<file path="src/rtl/h2s_pkg.sv">
package h2s_pkg;
  localparam int HEXP_W   = 5;
  localparam int HFRAC_W  = 10;
  localparam int HALF_W   = 1 + HEXP_W + HFRAC_W;
  localparam int SEXP_W   = 8;
  localparam int SFRAC_W  = 23;
  localparam int SGL_W    = 1 + SEXP_W + SFRAC_W;
  localparam int WORD_W   = 2 * HALF_W;
  localparam int FRAC_PAD = SFRAC_W - HFRAC_W;
  localparam int HBIAS    = (1 << (HEXP_W - 1)) - 1;
  localparam int SBIAS    = (1 << (SEXP_W - 1)) - 1;
  localparam int BIAS_ADJ = SBIAS - HBIAS;
  localparam int LZ_W     = $clog2(HFRAC_W + 1);

  typedef struct packed {
    logic               sign;
    logic [HEXP_W-1:0]  exp;
    logic [HFRAC_W-1:0] frac;
  } half_t;

  typedef struct packed {
    logic               sign;
    logic [SEXP_W-1:0]  exp;
    logic [SFRAC_W-1:0] frac;
  } sgl_t;
endpackage

</file>
<file path="src/rtl/h2s_pick.sv">
module h2s_pick
  import h2s_pkg::*;
(
  input  logic [WORD_W-1:0] word_i,
  input  logic              upper_i,
  output half_t             half_o
);
  always_comb begin
    if (upper_i) half_o = half_t'(word_i[WORD_W-1:HALF_W]);
    else         half_o = half_t'(word_i[HALF_W-1:0]);
  end
endmodule

</file>
<file path="src/rtl/h2s_lzc.sv">
module h2s_lzc #(
  parameter int W   = 10,
  parameter int CNT = $clog2(W + 1)
) (
  input  logic [W-1:0]   vec_i,
  output logic [CNT-1:0] cnt_o
);
  logic [W:0] seen;
  logic [CNT-1:0] pos_cnt [W+1];

  assign seen[W]    = 1'b0;
  assign pos_cnt[W] = CNT'(W);

  for (genvar i = W - 1; i >= 0; i--) begin : g_scan
    assign seen[i]    = seen[i+1] | vec_i[i];
    assign pos_cnt[i] = (vec_i[i] && !seen[i+1]) ? CNT'(W - 1 - i) : pos_cnt[i+1];
  end

  assign cnt_o = pos_cnt[0];
endmodule

</file>
<file path="src/rtl/h2s_core.sv">
module h2s_core
  import h2s_pkg::*;
(
  input  half_t               half_i,
  input  logic                dflt_nan_i,
  input  logic                alt_fmt_i,
  output logic [SGL_W-1:0]    res_o,
  output logic                snan_o
);
  localparam logic [HEXP_W-1:0] HEXP_TOP = '1;
  localparam logic [SEXP_W-1:0] SEXP_TOP = '1;
  localparam logic [SEXP_W-1:0] ADJ      = SEXP_W'(BIAS_ADJ);

  logic [LZ_W-1:0]    lz;
  logic [HFRAC_W:0]   norm_frac;
  logic               exp_zero;
  logic               frac_zero;
  logic               top_code;
  sgl_t               res;

  h2s_lzc #(.W(HFRAC_W), .CNT(LZ_W)) u_lzc (
    .vec_i (half_i.frac),
    .cnt_o (lz)
  );

  assign exp_zero  = (half_i.exp == '0);
  assign frac_zero = (half_i.frac == '0);
  assign top_code  = (half_i.exp == HEXP_TOP) && !alt_fmt_i;
  assign norm_frac = {1'b0, half_i.frac} << (lz + LZ_W'(1));

  always_comb begin
    res.sign = half_i.sign;
    res.exp  = {{(SEXP_W-HEXP_W){1'b0}}, half_i.exp} + ADJ;
    res.frac = {half_i.frac, {FRAC_PAD{1'b0}}};
    snan_o   = 1'b0;
    if (exp_zero) begin
      if (frac_zero) begin
        res.exp  = '0;
        res.frac = '0;
      end else begin
        res.exp  = ADJ - {{(SEXP_W-LZ_W){1'b0}}, lz};
        res.frac = {norm_frac[HFRAC_W-1:0], {FRAC_PAD{1'b0}}};
      end
    end else if (top_code) begin
      res.exp = SEXP_TOP;
      if (frac_zero) begin
        res.frac = '0;
      end else begin
        snan_o = !half_i.frac[HFRAC_W-1];
        res.frac[SFRAC_W-1] = 1'b1;
        if (dflt_nan_i) begin
          res.sign = 1'b0;
          res.frac[SFRAC_W-2:0] = '0;
        end
      end
    end
  end

  assign res_o = res;
endmodule

</file>
<file path="src/rtl/h2s_convert.sv">
module h2s_convert
  import h2s_pkg::*;
(
  input  logic              clk,
  input  logic              rst_n,
  input  logic              cvt_en,
  input  logic [WORD_W-1:0] src_word,
  input  logic              pick_upper,
  input  logic              dflt_nan,
  input  logic              alt_fmt,
  output logic [SGL_W-1:0]  sgl_out,
  output logic              inv_sticky
);
  half_t            op;
  logic [SGL_W-1:0] core_res;
  logic             core_snan;
  logic [SGL_W-1:0] res_q, res_d;
  logic             inv_q, inv_d;

  h2s_pick u_pick (
    .word_i  (src_word),
    .upper_i (pick_upper),
    .half_o  (op)
  );

  h2s_core u_core (
    .half_i     (op),
    .dflt_nan_i (dflt_nan),
    .alt_fmt_i  (alt_fmt),
    .res_o      (core_res),
    .snan_o     (core_snan)
  );

  always_comb begin
    res_d = res_q;
    inv_d = inv_q;
    if (cvt_en) begin
      res_d = core_res;
      inv_d = inv_q | core_snan;
    end
  end

  always_ff @(posedge clk or negedge rst_n) begin
    if (!rst_n) begin
      res_q <= '0;
      inv_q <= 1'b0;
    end else begin
      res_q <= res_d;
      inv_q <= inv_d;
    end
  end

  assign sgl_out    = res_q;
  assign inv_sticky = inv_q;
endmodule

</file>
<file path="config.mk">
export PLATFORM = sky130hd
export DESIGN_NAME = h2s_convert
export DESIGN_NICKNAME = d
export VERILOG_FILES = /design/src/rtl/h2s_pkg.sv /design/src/rtl/h2s_pick.sv /design/src/rtl/h2s_lzc.sv /design/src/rtl/h2s_core.sv /design/src/rtl/h2s_convert.sv
export SDC_FILE = /design/constraint.sdc
export NUM_CORES = 1
export LEC_CHECK = 0
export CAP_MARGIN = 5
export CORE_MARGIN = 4
export CORE_UTILIZATION = 30
export CTS_CLUSTER_SIZE = 25
export DETAILED_ROUTE_END_ITERATION = 8
export GPL_TIMING_DRIVEN = 0
export HOLD_SLACK_MARGIN = 0.05
export MAX_ROUTING_LAYER = met4
export SLEW_MARGIN = 20
export SYNTH_ARGS = -nofsm -noshare
export SYNTH_HDL_FRONTEND = slang
export SYNTH_SLANG_ARGS = --single-unit
</file>
<file path="constraint.sdc">
create_clock -name clk -period 2 [get_ports clk]
set_input_delay 0.4 -clock clk [delete_from_list [all_inputs] [get_ports clk]]
set_output_delay 0.4 -clock clk [all_outputs]
set_load 0.01 [all_outputs]
</file>
==> impl_metrics.ini <==
[run_status]
status = finished with violations
violations = negative setup slack

[grt]
grt_max_degree = 20
grt.overflow.total = 0
grt_pass1_vias = 2379
grt_util_all_layers = 0.179
antenna_found_initial = 0
grt_pass1_wl_microns = 11800

[critical_path]
cpMaxStageDelayCell = or3_4
startpoint_type = input pin
end_kind = register
cpMostUsedCell = buf_8
crit_type = in2reg
crit_family = simple AND/OR/NAND/NOR gates
worst_ep_arrival_time_ns = 2.84
worstRegToRegCells = 4
critPathMaxStageDelay_ns = 0.41
crit_cells = 13
worst_ep_required_time_ns = 2.13
worst-path-buf-inv = 4
path_cells = buf_8, buf_8, or3_4, a22o_4, nor3_4, a21oi_4, nor2_4, inv_2, ha_4, clkinv_8, and4_1, a31oi_1, o211ai_1
cp_max_fo = 7

[routing]
drt_pre_antenna_iters = 5
ant_nets = 0
drtIter0Drc = 232
viasPerCell = 5.64
wl_per_cell_microns = 18.0
route.vias.total = 2416
drc_errors = 0
drt-total-wl_microns = 7720

[synth]
synth_ff_type = dfrtp_1
synth_seq_cells = 19
ys_seq_area_frac = 0.233
postSynthCellCount = 245
synthMuxAreaShare = 0.124
synth_fa_ha_area_frac = 0.0123
netlist_area_sq_um = 2040
synth_most_common_cell = nor2_1
synth.distinct_cells = 70
synth_simple_gate_area_frac = 0.234
synth_top_family_by_area = compound AO/OA/AOI/OAI gates
synth_xor_area_frac = 0.0221
synth_edf_count = 0
synth_top_cell_area_share = 0.233
synth-compound-area-share = 0.282
yosysTopAreaCell = dfrtp_1
async_flop_share = 1.00
yosys_warnings = 0
synth_common_cells = 27 x nor2_1, 19 x dfrtp_1, 17 x nand2_1
avgSynthCellArea_sq_um = 8.32
synthTopCellsByArea = dfrtp_1 23%, mux2_2 6.1%, buf_4 5.5%

[clock_network]
cts.sinks = 19
h-tree-depth = 1
clk_path_buf_depth = 2
clk_pin_slew_ns = 0.07
root_buffer = clkbuf_8
holdBufCountCts = 0
cts_tree = done
clk_latency_ns = 0.26
numCtsBuffers = 3

[layout]
diodes = 0
syn2layout_area_growth_pct = 70.1
nets = 392
drive_gt1_frac = 0.396

[floorplanning]
fp.coreArea_sq_um = 6460
die-area_sq_um = 8180
initial_core_util = 0.316
die_h_microns = 90.5
rows = 29
io_pins = 71
die_w_microns = 90.5

[sta]
final-max-slew-violation-count = 0
post-route-period-util = 1.36
finalClockSkew_ns = 0
layout_setup_ws_ns = -0.719
worst_pin_slew_ns = 0.851
maxSlewHeadroom = 0.431
timing.fmax_mhz = 368
timing.hold.ws_ns = 0.468
finalHoldViolCount = 0
finalSetupViolCount = 14
grt_setup_unrepaired = true
period_minus_slack_ns = 2.72

[place]
routabilityCongestion = 0.949
dp_slack_ns = -1.89
hpwl_microns = 5400
port_buffers = 57

[power]
ir_worst_vdd_v = 0.000333
cellPowerDensity_nw_per_um2 = 464
sequentialPowerShare = 0.283
power.switching_uw = 591
power_frac_comb = 0.547
total_power_mw = 1.61
clockPowerShare = 0.169
p_leak_nw = 1.40
swShare = 0.368
internal_power_mw = 1.02

[worst_hold_path]
hp-class = reg2reg
holdPathStages = 1

[flow_run]
maxCapViolations = 0
## area by class of cell
type / count / area (sq um)
Fill cell: 583 / 2990
Timing Repair Buffer: 92 / 845
Tap cell: 77 / 96.3
Clock inverter: 1 / 5.00
Clock buffer: 3 / 41.3
Sequential cell: 19 / 475
Buffer: 22 / 175
Inverter: 5 / 31.3
Multi-Input combinational cell: 209 / 1800
## worst reg2reg max path: cells and delay by family, from the launching register on
family	cells	cell delay, ns
compound gates	3	0.65
flops	1	0.38
simple gates	1	0.14
## final timing paths
| kind | slack [ns] | to | startpoint |
|---|---|---|---|
| max reg2reg | 0.72 | sgl_out[21] | sgl_out[21] |
| max in group asynchronous | 0.85 | sgl_out[25] | rst_n |
| min reg2reg | 0.47 | inv_sticky | inv_sticky |
| min | 0.47 | inv_sticky | inv_sticky |
| max | -0.72 | sgl_out[22] | pick_upper |
| min in group asynchronous | 0.62 | sgl_out[14] | rst_n |
## power by group through the flow
stage,Sequential [mW],Clock (mW),Combinational (mW)
after CTS,0.457,0.282,0.800
after global placement,0.463,0,0.691
final,0.455,0.272,0.880
after detailed placement,0.463,0,0.685
after global routing,0.462,0.297,0.934
after floorplan,0.485,0,0.376
## through the flow
stage | utilization | TNS, ns | instance area, sq um | cells
4_1_cts | 0.508 | -7.02 | 3280 | 417
3_5_place_dp | 0.444 | -26.81 | 2870 | 391
6_report | 0.537 | -7.69 | 3470 | 428
3_3_place_gp | 0.444 | -27.56 | 2870 | 391
5_1_grt | 0.537 | -8.62 | 3470 | 428
2_1_floorplan | - | -8.02 | 2200 | 257
## logic make-up after synthesis
family	count (synthesis)
flip-flops	19
AO/OA/AOI/OAI	76
XOR/XNOR	3
multiplexers	23
AND/OR/NAND/NOR	91
buffers and inverters	30
adder cells (fa/ha/maj)	2
other	1
## sequential cells by signal, indices dropped and copies added (netlist names)
register    flops
inv_sticky      1
sgl_out        18
## layout by cell type, fill, tap and decap left out, types with 3 or more instances in the layout
| master | count |
|---|---|
| mux2_2 | 11 |
| nand2_1 | 14 |
| clkbuf_1 | 4 |
| buf_6 | 7 |
| nor2b_1 | 3 |
| and3_4 | 3 |
| or3_4 | 3 |
| a21oi_1 | 12 |
| nor2_4 | 5 |
| clkbuf_8 | 4 |
| a31oi_1 | 4 |
| dfrtp_1 | 19 |
| o211ai_1 | 4 |
| nor3_1 | 6 |
| clkbuf_2 | 3 |
| mux2i_1 | 8 |
| dlygate4sd2_1 | 7 |
| mux2i_4 | 3 |
| buf_8 | 5 |
| a21o_1 | 3 |
| nor3_2 | 4 |
| clkdlybuf4s50_1 | 41 |
| nor2_1 | 19 |
| buf_4 | 41 |
| nor2_2 | 4 |
| conb_1 | 13 |
| o21ai_0 | 10 |
| o31ai_1 | 3 |
| and4_1 | 3 |
| inv_1 | 3 |
| nand3_2 | 3 |
| nand3_1 | 4 |
| nand2_2 | 4 |
## routing by layer
metal / wire [microns] / vias to the layer above / GRT usage
met2: 3610 / 126 / 0.287
met3: 599 / 25 / 0.0375
li1: - / 1128 / -
met4: 239 / 0 / 0.0485
met5: 0 / - / -
met1: 3270 / 1137 / 0.229
## repair_timing
| action | 4_1_cts | 5_1_grt |
|---|---|---|
| setup endpoints to repair | 18 | 18 |
| setup buffers | 22 | 12 |
| pin swaps | 29 | 29 |
| gates resized for setup | 76 | 32 |
| gates cloned | 2 | 0 |
(Power assumes the default switching activity.)
